`src/rtl/phy_acc_pkg.sv`:
```
package phy_acc_pkg;
  localparam int WORD_W    = 32;
  localparam int LANE_W    = 8;
  localparam int ADDR_LSB  = 0;
  localparam int WDATA_LSB = 8;
  localparam int RDATA_LSB = 16;
  localparam int WR_BIT    = 24;
  localparam int RD_BIT    = 25;
  localparam int ACK_BIT   = 26;

  typedef enum logic [1:0] {
    ST_IDLE = 2'd0,
    ST_BUSY = 2'd1,
    ST_ACK  = 2'd2
  } acc_state_e;
endpackage

```
`src/rtl/phy_acc_word_reg.sv`:
```
module phy_acc_word_reg
  import phy_acc_pkg::*;
#(
  parameter int ADDR_W = 6,
  parameter int DATA_W = 8
) (
  input  logic              clk,
  input  logic              rst_n,
  input  logic              cpu_we,
  input  logic [WORD_W-1:0] cpu_wdata,
  output logic [ADDR_W-1:0] addr_q,
  output logic [DATA_W-1:0] wdata_q,
  output logic              wr_req_q,
  output logic              rd_req_q
);
  always_ff @(posedge clk) begin
    if (!rst_n) begin
      addr_q   <= '0;
      wdata_q  <= '0;
      wr_req_q <= 1'b0;
      rd_req_q <= 1'b0;
    end else if (cpu_we) begin
      addr_q   <= cpu_wdata[ADDR_LSB +: ADDR_W];
      wdata_q  <= cpu_wdata[WDATA_LSB +: DATA_W];
      wr_req_q <= cpu_wdata[WR_BIT];
      rd_req_q <= cpu_wdata[RD_BIT];
    end
  end

  AST_REQ_FOLLOWS_CPU: assert property (@(posedge clk) disable iff (!rst_n)
    cpu_we |=> (wr_req_q == $past(cpu_wdata[WR_BIT]))) else $error("AST_REQ_FOLLOWS_CPU");
endmodule

```
`src/rtl/phy_acc_xact.sv`:
```
module phy_acc_xact
  import phy_acc_pkg::*;
#(
  parameter int ADDR_W = 6,
  parameter int DATA_W = 8
) (
  input  logic              clk,
  input  logic              rst_n,
  input  logic [ADDR_W-1:0] addr_in,
  input  logic [DATA_W-1:0] wdata_in,
  input  logic              wr_req,
  input  logic              rd_req,
  input  logic              phy_done,
  input  logic [DATA_W-1:0] phy_rdata,
  output logic              phy_valid,
  output logic              phy_we,
  output logic [ADDR_W-1:0] phy_addr,
  output logic [DATA_W-1:0] phy_wdata,
  output logic              ack,
  output logic [DATA_W-1:0] rdata_q
);
  acc_state_e        state_q;
  logic              op_wr_q;
  logic [ADDR_W-1:0] lat_addr_q;
  logic [DATA_W-1:0] lat_wdata_q;
  logic              any_req;
  logic              xfer;

  assign any_req = wr_req | rd_req;
  assign xfer    = (state_q == ST_BUSY) & phy_done;

  always_ff @(posedge clk) begin
    if (!rst_n) begin
      state_q     <= ST_IDLE;
      op_wr_q     <= 1'b0;
      lat_addr_q  <= '0;
      lat_wdata_q <= '0;
      rdata_q     <= '0;
    end else begin
      unique case (state_q)
        ST_IDLE: if (any_req) begin
          state_q     <= ST_BUSY;
          op_wr_q     <= wr_req;
          lat_addr_q  <= addr_in;
          lat_wdata_q <= wdata_in;
        end
        ST_BUSY: if (phy_done) begin
          state_q <= ST_ACK;
          if (!op_wr_q) rdata_q <= phy_rdata;
        end
        ST_ACK: if (!any_req) state_q <= ST_IDLE;
        default: state_q <= ST_IDLE;
      endcase
    end
  end

  assign phy_valid = (state_q == ST_BUSY);
  assign phy_we    = op_wr_q;
  assign phy_addr  = lat_addr_q;
  assign phy_wdata = lat_wdata_q;
  assign ack       = (state_q == ST_ACK);

  AST_HOLD_STALLED: assert property (@(posedge clk) disable iff (!rst_n)
    (phy_valid && !phy_done) |=> (phy_valid && $stable(phy_addr) && $stable(phy_wdata) && $stable(phy_we))) else $error("AST_HOLD_STALLED");
  AST_ACK_AFTER_XFER: assert property (@(posedge clk) disable iff (!rst_n)
    xfer |=> ack) else $error("AST_ACK_AFTER_XFER");
  AST_ACK_KEEP: assert property (@(posedge clk) disable iff (!rst_n)
    (ack && any_req) |=> (ack && !phy_valid)) else $error("AST_ACK_KEEP");
  AST_ACK_RELEASE: assert property (@(posedge clk) disable iff (!rst_n)
    (ack && !any_req) |=> !ack) else $error("AST_ACK_RELEASE");
  AST_NO_OVERLAP: assert property (@(posedge clk) disable iff (!rst_n)
    !(ack && phy_valid)) else $error("AST_NO_OVERLAP");
  AST_WRITE_WINS: assert property (@(posedge clk) disable iff (!rst_n)
    (!phy_valid && !ack && wr_req && rd_req) |=> (phy_valid && phy_we)) else $error("AST_WRITE_WINS");
  AST_RDATA_STEADY: assert property (@(posedge clk) disable iff (!rst_n)
    !(xfer && !op_wr_q) |=> $stable(rdata_q)) else $error("AST_RDATA_STEADY");
endmodule

```
`src/rtl/phy_acc_port.sv`:
```
module phy_acc_port
  import phy_acc_pkg::*;
#(
  parameter int ADDR_W = 6,
  parameter int DATA_W = 8
) (
  input  logic              clk,
  input  logic              rst_n,
  input  logic              cpu_we,
  input  logic [31:0]       cpu_wdata,
  output logic [31:0]       cpu_word,
  output logic              phy_valid,
  output logic              phy_we,
  output logic [ADDR_W-1:0] phy_addr,
  output logic [DATA_W-1:0] phy_wdata,
  input  logic [DATA_W-1:0] phy_rdata,
  input  logic              phy_done
);
  logic [ADDR_W-1:0] addr_q;
  logic [DATA_W-1:0] wdata_q;
  logic [DATA_W-1:0] rdata_q;
  logic              wr_req_q;
  logic              rd_req_q;
  logic              ack;

  phy_acc_word_reg #(.ADDR_W(ADDR_W), .DATA_W(DATA_W)) u_word (
    .clk      (clk),
    .rst_n    (rst_n),
    .cpu_we   (cpu_we),
    .cpu_wdata(cpu_wdata),
    .addr_q   (addr_q),
    .wdata_q  (wdata_q),
    .wr_req_q (wr_req_q),
    .rd_req_q (rd_req_q)
  );

  phy_acc_xact #(.ADDR_W(ADDR_W), .DATA_W(DATA_W)) u_xact (
    .clk      (clk),
    .rst_n    (rst_n),
    .addr_in  (addr_q),
    .wdata_in (wdata_q),
    .wr_req   (wr_req_q),
    .rd_req   (rd_req_q),
    .phy_done (phy_done),
    .phy_rdata(phy_rdata),
    .phy_valid(phy_valid),
    .phy_we   (phy_we),
    .phy_addr (phy_addr),
    .phy_wdata(phy_wdata),
    .ack      (ack),
    .rdata_q  (rdata_q)
  );

  always_comb begin
    cpu_word                           = '0;
    cpu_word[ADDR_LSB  +: ADDR_W]      = addr_q;
    cpu_word[WDATA_LSB +: DATA_W]      = wdata_q;
    cpu_word[RDATA_LSB +: DATA_W]      = rdata_q;
    cpu_word[WR_BIT]                   = wr_req_q;
    cpu_word[RD_BIT]                   = rd_req_q;
    cpu_word[ACK_BIT]                  = ack;
  end

  AST_RESET_IDLE: assert property (@(posedge clk)
    !rst_n |=> (cpu_word == 32'd0 && !phy_valid)) else $error("AST_RESET_IDLE");
  AST_START_ONLY_IDLE: assert property (@(posedge clk) disable iff (!rst_n)
    $rose(phy_valid) |-> $past(!ack)) else $error("AST_START_ONLY_IDLE");
endmodule

```
`config.mk`:
```
export PLATFORM = sky130hd
export DESIGN_NAME = phy_acc_port
export DESIGN_NICKNAME = d
export VERILOG_FILES = /design/src/rtl/phy_acc_pkg.sv /design/src/rtl/phy_acc_word_reg.sv /design/src/rtl/phy_acc_xact.sv /design/src/rtl/phy_acc_port.sv
export SDC_FILE = /design/constraint.sdc
export NUM_CORES = 1
export LEC_CHECK = 0
export BUFFER_PORTS_ARGS = -buffer_cell sky130_fd_sc_hd__buf_2
export CAP_MARGIN = 20
export CORE_ASPECT_RATIO = 1.5
export CORE_MARGIN = 5
export CORE_UTILIZATION = 47
export DETAILED_ROUTE_END_ITERATION = 8
export PLACE_DENSITY = 0.88
export SKIP_CTS_REPAIR_TIMING = 1
export SYNTH_ARGS = -nofsm -noshare
export SYNTH_HDL_FRONTEND = slang
export SYNTH_HIERARCHICAL = 1
export SYNTH_SLANG_ARGS = --single-unit
```
`constraint.sdc`:
```
create_clock -name clk -period 2.5 [get_ports clk]
set_input_delay 0.5 -clock clk [delete_from_list [all_inputs] [get_ports clk]]
set_output_delay 0.5 -clock clk [all_outputs]
set_load 0.1 [all_outputs]
```
==> results.ini, run 1 <==
[status]
outcome=finished clean

[floorplanning]
core_area_sq_um=3450
die_h_microns=83.8
die_w_microns=59.2
initial_core_util_pct=49.5
die_area_sq_um=4960
rows=26
pin_count=92

[critical_path]
reg2reg_depth=3
path_class=reg2out
critPathLaunchType=flip-flop
crit_path_start=u_xact/state_q[0]$_SDFFE_PN0P_
worstPathArrival_ns=1.36
r2r_setup_slack_ns=1.25
critPathRequiredTime_ns=2.00
regToRegStartpoint=u_xact/state_q[1]$_SDFFE_PN0P_
worstSetupEndpointType=output pin
crit_fanout=4

[detailed_routing]
wirelength_mm=3.43
wl_per_cell_microns=12.3
initialDrtViolationCount=70
firstDrtPassIters=4
drc=0
vias=1332
vias_per_cell=4.79
antenna_left=0

[clock_tree]
numCtsBuffers=5
cts_tree=yes
clk_pin_slew_ns=0.07
cts_root_buf=clkbuf_8
cts.sinks=41
clockBufferDepth=2
h-tree-depth=2
worstSkewPairLatency_ns=0.28

[logic_synthesis]
synth.top_cell.area_share_pct=48.1
ys_seq_elements=41
synth_area_leaders=dfxtp_1 48%, mux2i_1 18%, nand2_1 8.1%
yosysSeqAreaShare_pct=48.1
synthTopCellsByCount=41 x dfxtp_1, 37 x nand2_1, 30 x mux2i_1
synth_area_per_cell_sq_um=9.75
yosysWarningCount=6
synth-async-reset-ratio_pct=0
syn_inst=175
synth_edf_count=0
synth.distinct_cells=22
synthFlopType=dfxtp_1
syn_area_sq_um=1710
yosysMostFrequentCell=dfxtp_1
synth.largest_area_cell=dfxtp_1

[timing]
slew_headroom_pct=57.7
fin_crit_sh_pct=74.4
worst_slew_pin_slew_ns=0.635
drv_slew=0
finalHoldViolations=0
fin_hold_ws_ns=0.437
finalSetupTns_ns=0
finalSetupViolCount=0
clock.fmax_mhz=538
layout_min_cycle_time_ns=1.86
fin_skew_ns=0.00438
rsz0062_at_grt=false

[min_path]
worstHoldStart=phy_rdata[0]
hold_class=in2reg
min_path_cells=3

[layout]
fin_area_sq_um=2050
drive_gt1_share_pct=33.9
nFillCells=332
final_cells=278
antenna_cells=0
area_growth_pct=20.2
final_net_count=280
fin_util_pct=59.5

[global_routing]
grt_overflow=0
grt_max_degree=44
antenna_found_initial=0
grt.total_usage_pct=15.0
grt_pass1_wl_mm=5.81
grt_pass1_vias=1324

[pwr]
ir_drop_uv=447
powerDensity_nw_per_um2=754
p_leak_nw=0.998

[place]
place_hpwl_mm=2.57
place_area_sq_um=1960
gp_congestion=0.703
numPortBuffers=68
place_inst=271

[flow_run]
maxCapViolCount=0

-- per-layer routing --
metal	GRT usage (%)	part of all wire, %
met2	26.2	52
met1	15.8	37
met3	4.64	8.7
met4	6.80	2.1
met5	0	0
-- final timing paths --
kind | endpoint
min reg2reg | u_xact/rdata_q[5]$_SDFFE_PN0P_
max | phy_valid
min | u_xact/rdata_q[0]$_SDFFE_PN0P_
max reg2reg | u_xact/rdata_q[6]$_SDFFE_PN0P_
-- power by group --
group	internal (mW)	total, mW	switching, mW	leakage, nW
sequential	0.684	0.703	0.0188	0.335
combinational	0.0807	0.422	0.342	0.619
clock	0.219	0.421	0.202	0.0443
-- cells in the final DEF, fill, tap and decap left out --
cell,n
clkbuf_1,1
nor2b_1,19
and2_1,1
dfxtp_1,41
or2_0,1
nand3_1,8
buf_2,68
nand2_1,37
o21a_1,1
a22o_2,1
conb_1,7
mux2i_1,30
clkbuf_8,6
and2_4,1
o21ai_1,8
and4bb_1,1
buf_4,2
nor2_2,1
a21oi_1,1
a31o_2,1
-- flip-flops by register name, summed over array words and instances (netlist names) --
signal,count
u_xact/phy_we,1
u_xact/rdata_q,8
u_word/wdata_q,8
u_xact/phy_wdata,8
u_xact/state_q,2
u_xact/phy_addr,6
u_word/wr_req_q,1
u_word/rd_req_q,1
u_word/addr_q,6
-- cell families (layout without fill, tap and decap cells) --
family	Yosys count	after routing	synth area share [%]
AO/OA/AOI/OAI	12	12	4.18
AND/OR/NAND/NOR	69	69	19.8
buffers and inverters	22	77	10.1
multiplexers	30	30	17.6
flip-flops	41	41	48.1
other	1	7	0.220
-- stage by stage --
| stage | setup slack [ns] | power [mW] |
|---|---|---|
| after floorplan | 0.235 | 1.10 |
| after global placement | 0.923 | 1.14 |
| after detailed placement | 0.877 | 1.14 |
| after CTS | 0.620 | 1.57 |
| after global routing | 0.549 | 1.62 |
| final | 0.640 | 1.55 |
-- final cells by class --
class                   count  area (sq um)  area share (%)
repair buffers             70           355            17.3
flip-flops and latches     41           821            40.0
well taps                  42          52.6            2.56
multi-input cells         118           736            35.9
clock buffers               7          86.3            4.21
-- worst max-delay path, cell delays in order (launching register included) --
cell	delay (ns)
dfxtp_1	0.38
nor2b_1	0.23
buf_2	0.46
Power figures use the tool's default switching activity.
==> inputs of run 2 (changes only) <==
--- a/config.mk
+++ b/config.mk
@@ -5,13 +5,14 @@
 export SDC_FILE = /design/constraint.sdc
 export NUM_CORES = 1
 export LEC_CHECK = 0
+export ABC_AREA = 1
 export BUFFER_PORTS_ARGS = -buffer_cell sky130_fd_sc_hd__buf_2
 export CAP_MARGIN = 20
 export CORE_ASPECT_RATIO = 1.5
 export CORE_MARGIN = 5
-export CORE_UTILIZATION = 47
+export CORE_UTILIZATION = 41
 export DETAILED_ROUTE_END_ITERATION = 8
-export PLACE_DENSITY = 0.88
+export PLACE_DENSITY = 0.8
 export SKIP_CTS_REPAIR_TIMING = 1
 export SYNTH_ARGS = -nofsm -noshare
 export SYNTH_HDL_FRONTEND = slang
==> constraint.sdc (replaced) <==
create_clock -name clk -period 1.5 [get_ports clk]
set_input_delay 0.3 -clock clk [delete_from_list [all_inputs] [get_ports clk]]
set_output_delay 0.3 -clock clk [all_outputs]
set_load 0.1 [all_outputs]
==> results.ini, run 2 <==
[status]
outcome=finished clean

[place]
numPortBuffers=68  ; unchanged
place_hpwl_mm=3.12  ; +21%
place_area_sq_um=2230  ; +14%
place_ws_ns=0.249  ; -0.628 ns
gp_congestion=0.757  ; +7.7%

[global_routing]
grt.total_usage_pct=13.2  ; -1.9 points
grt_pass1_vias=1487  ; +12%
grt_max_degree=33  ; -25%
grt_overflow=0  ; unchanged
grt_pass1_wl_mm=6.42  ; +11%
antenna_found_initial=0  ; unchanged

[floorplanning]
initial_core_util_pct=42.4  ; -7.1 points
core_area_sq_um=4500  ; +31%
die_w_microns=65.7  ; +11%
die_h_microns=93.6  ; +12%
pin_count=92  ; unchanged
die_area_sq_um=6150  ; +24%
rows=30  ; +15%

[pwr]
clockPowerShare_pct=29.2  ; +2.0 points
powerDensity_nw_per_um2=1500  ; +98%
seq_power_share_pct=35.2  ; -10 points
internal_power_mw=2.08  ; +110%
p_leak_nw=1.30  ; +30%
p_sw_share_pct=41.3  ; +4.9 points
p_comb_share_pct=35.7  ; +8.4 points
ir_drop_uv=458  ; +2.5%
switchingPower_mw=1.47  ; +160%
design_power_total_mw=3.55  ; +130%

[timing]
fin_ws_ns=0.0523  ; -0.588 ns
rsz0062_at_grt=false
fin_crit_sh_pct=96.5
worst_slew_pin_slew_ns=0.508  ; -0.127 ns
finalSetupViolCount=0  ; unchanged
layout_min_cycle_time_ns=1.45
fin_hold_ws_ns=0.278  ; -0.159 ns
fin_skew_ns=0.00837  ; +0.00398 ns
finalHoldViolations=0  ; unchanged
slew_headroom_pct=66.1  ; +8.4 points
drv_slew=0  ; unchanged
clock.fmax_mhz=691

[critical_path]
regToRegStartpoint=u_xact/state_q[0]$_SDFFE_PN0P_
cp_slowest_cell=buf_2
worstSetupEndpointType=output pin
cpPeakStageDelay_ns=0.46  ; about the same
cp.buffers_inverters=1  ; unchanged
path_class=reg2out
r2r_end=u_xact/rdata_q[1]$_SDFFE_PN0P_
r2r_setup_slack_ns=0.35  ; -0.90 ns
critPathTopFamily=buffers and inverters
critPathRequiredTime_ns=1.20  ; -0.80 ns
crit_fanout=4  ; unchanged
endpoint=phy_we
worstPathArrival_ns=1.15  ; -0.21 ns
worst-path-stages=1  ; -1
reg2reg_depth=6  ; +3
crit_path_start=u_xact/phy_we$_SDFFE_PN0P_
critPathLaunchType=flip-flop
crit_path_cell_trace=buf_2

[detailed_routing]
initialDrtViolationCount=75  ; +7.1%
firstDrtPassIters=4  ; unchanged
vias=1661  ; +25%
drc=0  ; unchanged
vias_per_cell=4.39  ; -8.3%
antenna_left=0  ; unchanged
wl_per_cell_microns=10.8  ; -12%
wirelength_mm=4.08  ; +19%

[logic_synthesis]
synth_area_per_cell_sq_um=7.23  ; -26%
synth.largest_area_cell=dfxtp_1
synth.distinct_cells=20  ; -9.1%
yosysWarningCount=6  ; unchanged
yosysMostFrequentCell=nand2_1
synth_edf_count=0  ; unchanged
synth_area_leaders=dfxtp_1 43%, nand2_1 12%, nor2_1 11%
synthFlopType=dfxtp_1
syn_inst=264  ; +51%
synth-async-reset-ratio_pct=0  ; unchanged
ys_seq_elements=41  ; unchanged
synthTopCellsByCount=60 x nand2_1, 55 x nor2_1, 41 x dfxtp_1
yosysSeqAreaShare_pct=43.0  ; -5.1 points
syn_area_sq_um=1910  ; +12%
synth.top_cell.area_share_pct=43.0  ; -5.1 points

[layout]
fin_area_sq_um=2370  ; +16%
mostFrequentLayoutCell=buf_2
drive_gt1_share_pct=35.2  ; +1.3 points
final_net_count=373  ; +33%
area_growth_pct=24.3
fin_util_pct=52.6  ; -6.8 points
antenna_cells=0  ; unchanged
layout_common_cells=66 x buf_2, 60 x nand2_1, 53 x nor2_1

[min_path]
hold_class=in2reg
worstHoldStart=phy_done

[flow_run]
maxCapViolCount=0  ; unchanged

[clock_tree]
h-tree-depth=2  ; unchanged
worstSkewPairLatency_ns=0.29  ; about the same
cts_root_buf=clkbuf_8
cts_tree=yes
numCtsBuffers=5  ; unchanged
clockBufferDepth=2  ; unchanged
clk_pin_slew_ns=0.08  ; about the same
cts.sinks=41  ; unchanged

-- run 2: changes by cell type after synthesis, sizes merged, moves of 8 or more --
cell | previous run | this run
o21ai | 8 | 0
nand2 | 37 | 63
nor2b | 19 | 0
inv | 0 | 32
nand3b | 0 | 14
nor2 | 1 | 81
mux2i | 30 | 0
-- run 2: cells by family (layout without fill, tap and decap cells) --
family / after synthesis / count (layout) / synth area share (%)
simple gates: 166 / 166 / 40.5
flops: 41 / 41 / 43.0
buf+inv: 53 / 113 / 15.3
compound gates: 3 / 3 / 0.984
other cells: 1 / 7 / 0.197
-- run 2: per-layer routing --
metal / up-vias / share of wire, % / track usage, %
met5: - / 0 / 0
met4: 0 / 1.8 / 5.71
met3: 6 / 5.9 / 2.76
met2: 49 / 53 / 24.9
met1: 719 / 39 / 13.4
li1: 887 / - / -
-- run 2: stage by stage --
step                setup TNS (ns)  std cells
floorplan                        0        270
global placement                 0        370
detailed placement               0        370
CTS                        -0.0841        378
global route                     0        378
finish                           0        378
-- run 2: worst min path at each step --
stage,slack [ns],endpoint,depth (start not counted)
floorplan,0.42,u_xact/phy_addr[1]$_SDFFE_PN0P_,2
global placement,0.46,u_xact/rdata_q[2]$_SDFFE_PN0P_,2
detailed placement,0.47,u_xact/phy_addr[2]$_SDFFE_PN0P_,2
CTS,0.28,u_xact/state_q[1]$_SDFFE_PN0P_,3
global route,0.27,u_xact/state_q[1]$_SDFFE_PN0P_,3
finish,0.28,u_xact/state_q[1]$_SDFFE_PN0P_,3
-- run 2: worst min-delay path, cell delays in order --
cell	delay [ns]
buf_2	0.12
nand2_2	0.07
a21oi_2	0.04
-- run 2: area by class of cell --
cell class | count | area (sq um)
fillers | 449 | 2130
inverters | 32 | 123
multi-input cells | 176 | 823
repair buffers | 73 | 408
clock inverters | 3 | 65.1
flip-flops and latches | 41 | 823
well taps | 48 | 60.1
clock buffers | 5 | 68.8
-- run 2: power groups by stage --
stage | Sequential (mW) | Clock, mW | Combinational, mW
final | 1.25 | 1.03 | 1.27
after global routing | 1.26 | 1.10 | 1.34
after detailed placement | 1.27 | 0 | 1.27
after floorplan | 1.89 | 0 | 0.489
after CTS | 1.25 | 1.05 | 1.27
after global placement | 1.27 | 0 | 1.25
==> inputs of run 3 (changes only) <==
--- a/config.mk
+++ b/config.mk
@@ -10,9 +10,9 @@
 export CAP_MARGIN = 20
 export CORE_ASPECT_RATIO = 1.5
 export CORE_MARGIN = 5
-export CORE_UTILIZATION = 41
+export CORE_UTILIZATION = 49
 export DETAILED_ROUTE_END_ITERATION = 8
-export PLACE_DENSITY = 0.8
+export PLACE_DENSITY = 0.89
 export SKIP_CTS_REPAIR_TIMING = 1
 export SYNTH_ARGS = -nofsm -noshare
 export SYNTH_HDL_FRONTEND = slang
==> constraint.sdc (replaced) <==
create_clock -name clk -period 1.8 [get_ports clk]
set_input_delay 0.36 -clock clk [delete_from_list [all_inputs] [get_ports clk]]
set_output_delay 0.36 -clock clk [all_outputs]
set_load 0.1 [all_outputs]
==> results.ini, run 3 (same netlist as run 2, synthesis figures left out) <==
[global_routing]
grt_pass1_wl_mm=6.60  ; +2.7%
grt_pass1_vias=1517  ; +2.0%
grt_overflow=0  ; unchanged
grt.total_usage_pct=16.4  ; +3.3 points
grt_max_degree=33  ; unchanged
antenna_found_initial=0  ; unchanged

[layout]
antenna_cells=0  ; unchanged
layout_common_cells=67 x buf_2, 60 x nand2_1, 55 x nor2_1
mostFrequentLayoutCell=buf_2
final_net_count=370  ; -0.80%
area_growth_pct=18.9
nFillCells=360  ; -20%
drive_gt1_share_pct=33.0  ; -2.1 points

[critical_path]
path_class=reg2out
critPathTopFamily=buffers and inverters
worstSetupEndpointType=output pin
r2r_setup_slack_ns=0.53  ; +0.18 ns
endpoint=cpu_word[26]
critPathLaunchType=flip-flop
crit_fanout=3  ; -1
critPathRequiredTime_ns=1.44  ; +0.24 ns
crit_path_cell_trace=inv_1, nor2_1, buf_2
cpPeakStageDelay_ns=0.44  ; -0.02 ns
r2r_end=u_xact/rdata_q[7]$_SDFFE_PN0P_
cp_slowest_cell=buf_2
crit_path_start=u_xact/state_q[1]$_SDFFE_PN0P_
worstPathArrival_ns=1.32  ; +0.17 ns
regToRegStartpoint=u_xact/state_q[0]$_SDFFE_PN0P_
cp.buffers_inverters=2  ; +1
worst-path-stages=3  ; +2
reg2reg_depth=6  ; unchanged

[timing]
clock.fmax_mhz=595
fin_skew_ns=0.00346  ; -0.00491 ns
finalSetupViolCount=0  ; unchanged
drv_slew=0  ; unchanged
layout_min_cycle_time_ns=1.68
slew_headroom_pct=66.5  ; +0.34 points
worst_slew_pin_slew_ns=0.503  ; -0.00514 ns
finalHoldViolations=0  ; unchanged
finalSetupTns_ns=0  ; unchanged
fin_crit_sh_pct=93.4
rsz0062_at_grt=false

[min_path]
hold_class=in2reg

[floorplanning]
die_area_sq_um=5270  ; -14%
rows=27  ; -10%
initial_core_util_pct=51.3  ; +9.0 points
die_h_microns=86.4  ; -7.6%
core_area_sq_um=3720  ; -18%
die_w_microns=61.0  ; -7.2%
pin_count=92  ; unchanged

[detailed_routing]
wirelength_mm=4.00  ; -2.0%
drc=0  ; unchanged
initialDrtViolationCount=82  ; +9.3%
vias=1659  ; -0.12%
vias_per_cell=4.48  ; +2.0%
firstDrtPassIters=4  ; unchanged
antenna_left=0  ; unchanged
wl_per_cell_microns=10.8  ; +0.16%

[pwr]
design_power_total_mw=2.64  ; -25%
ir_drop_uv=740  ; +61%
p_leak_nw=1.25  ; -3.1%
powerDensity_nw_per_um2=1170  ; -22%

[clock_tree]
clockBufferDepth=2  ; unchanged
h-tree-depth=2  ; unchanged
clk_pin_slew_ns=0.07  ; about the same
cts_tree=yes
cts.sinks=41  ; unchanged
cts_root_buf=clkbuf_8
worstSkewPairLatency_ns=0.28  ; about the same
numCtsBuffers=5  ; unchanged

[place]
numPortBuffers=68  ; unchanged
gp_congestion=0.742  ; -2.0%
place_hpwl_mm=3.12  ; about the same

[flow_run]
maxCapViolCount=0  ; unchanged

[status]
outcome=finished clean

run 3: metal layers:
metal	global-route usage, %	routed length, microns
met3	3.13	254
met2	28.6	2040
met1	17.4	1590
met4	10.3	107
met5	0	0
run 3: how the worst min path moves through the flow:
stage | start | endpoint | slack (ns) | cells after the start
2_1_floorplan | u_word/rd_req_q$_SDFFE_PN0P_ | u_word/rd_req_q$_SDFFE_PN0P_ | 0.46 | 2
3_3_place_gp | u_xact/rdata_q[0]$_SDFFE_PN0P_ | u_xact/rdata_q[0]$_SDFFE_PN0P_ | 0.46 | 2
3_5_place_dp | u_xact/rdata_q[0]$_SDFFE_PN0P_ | u_xact/rdata_q[0]$_SDFFE_PN0P_ | 0.47 | 2
4_1_cts | cpu_wdata[1] | u_word/addr_q[1]$_SDFFE_PN0P_ | 0.35 | 5
5_1_grt | phy_done | u_xact/state_q[1]$_SDFFE_PN0P_ | 0.36 | 3
6_report | phy_done | u_xact/state_q[1]$_SDFFE_PN0P_ | 0.36 | 3
run 3: cell type report:
| type | count | area (sq um) | share of cell area (%) |
|---|---|---|---|
| Tap cell | 43 | 53.8 | 2.37 |
| Multi-Input combinational cell | 176 | 818 | 36.1 |
| Clock buffer | 6 | 72.6 | 3.20 |
| Inverter | 32 | 123 | 5.41 |
| Sequential cell | 41 | 821 | 36.2 |
| Clock inverter | 2 | 10.0 | 0.441 |
| Timing Repair Buffer | 70 | 370 | 16.3 |
run 3: per-stage QoR:
stage / worst slack [ns] / hold slack, ns / instances / utilization [%] / area, sq um
after CTS: 0.0998 / 0.351 / 370 / 61.0 / 2270
after global routing: 0.0384 / 0.357 / 370 / 61.0 / 2270
after floorplan: 0.312 / 0.463 / 270 / - / 1930
final: 0.118 / 0.357 / 370 / 61.0 / 2270
after global placement: 0.447 / 0.458 / 362 / 58.8 / 2190
after detailed placement: 0.425 / 0.467 / 362 / 58.8 / 2190
run 3: tightest hold or removal path, stage by stage:
cell and delay, ns:
buf_2 0.12, nand2_2 0.07, a21oi_2 0.05
run 3: power breakdown:
part	internal [mW]	leakage [nW]	total, mW	switching, mW
logic	0.186	0.871	1.04	0.855
registers	0.986	0.338	1.04	0.0507
clock network	0.269	0.0450	0.566	0.298
total	1.44	1.25	2.64	1.20
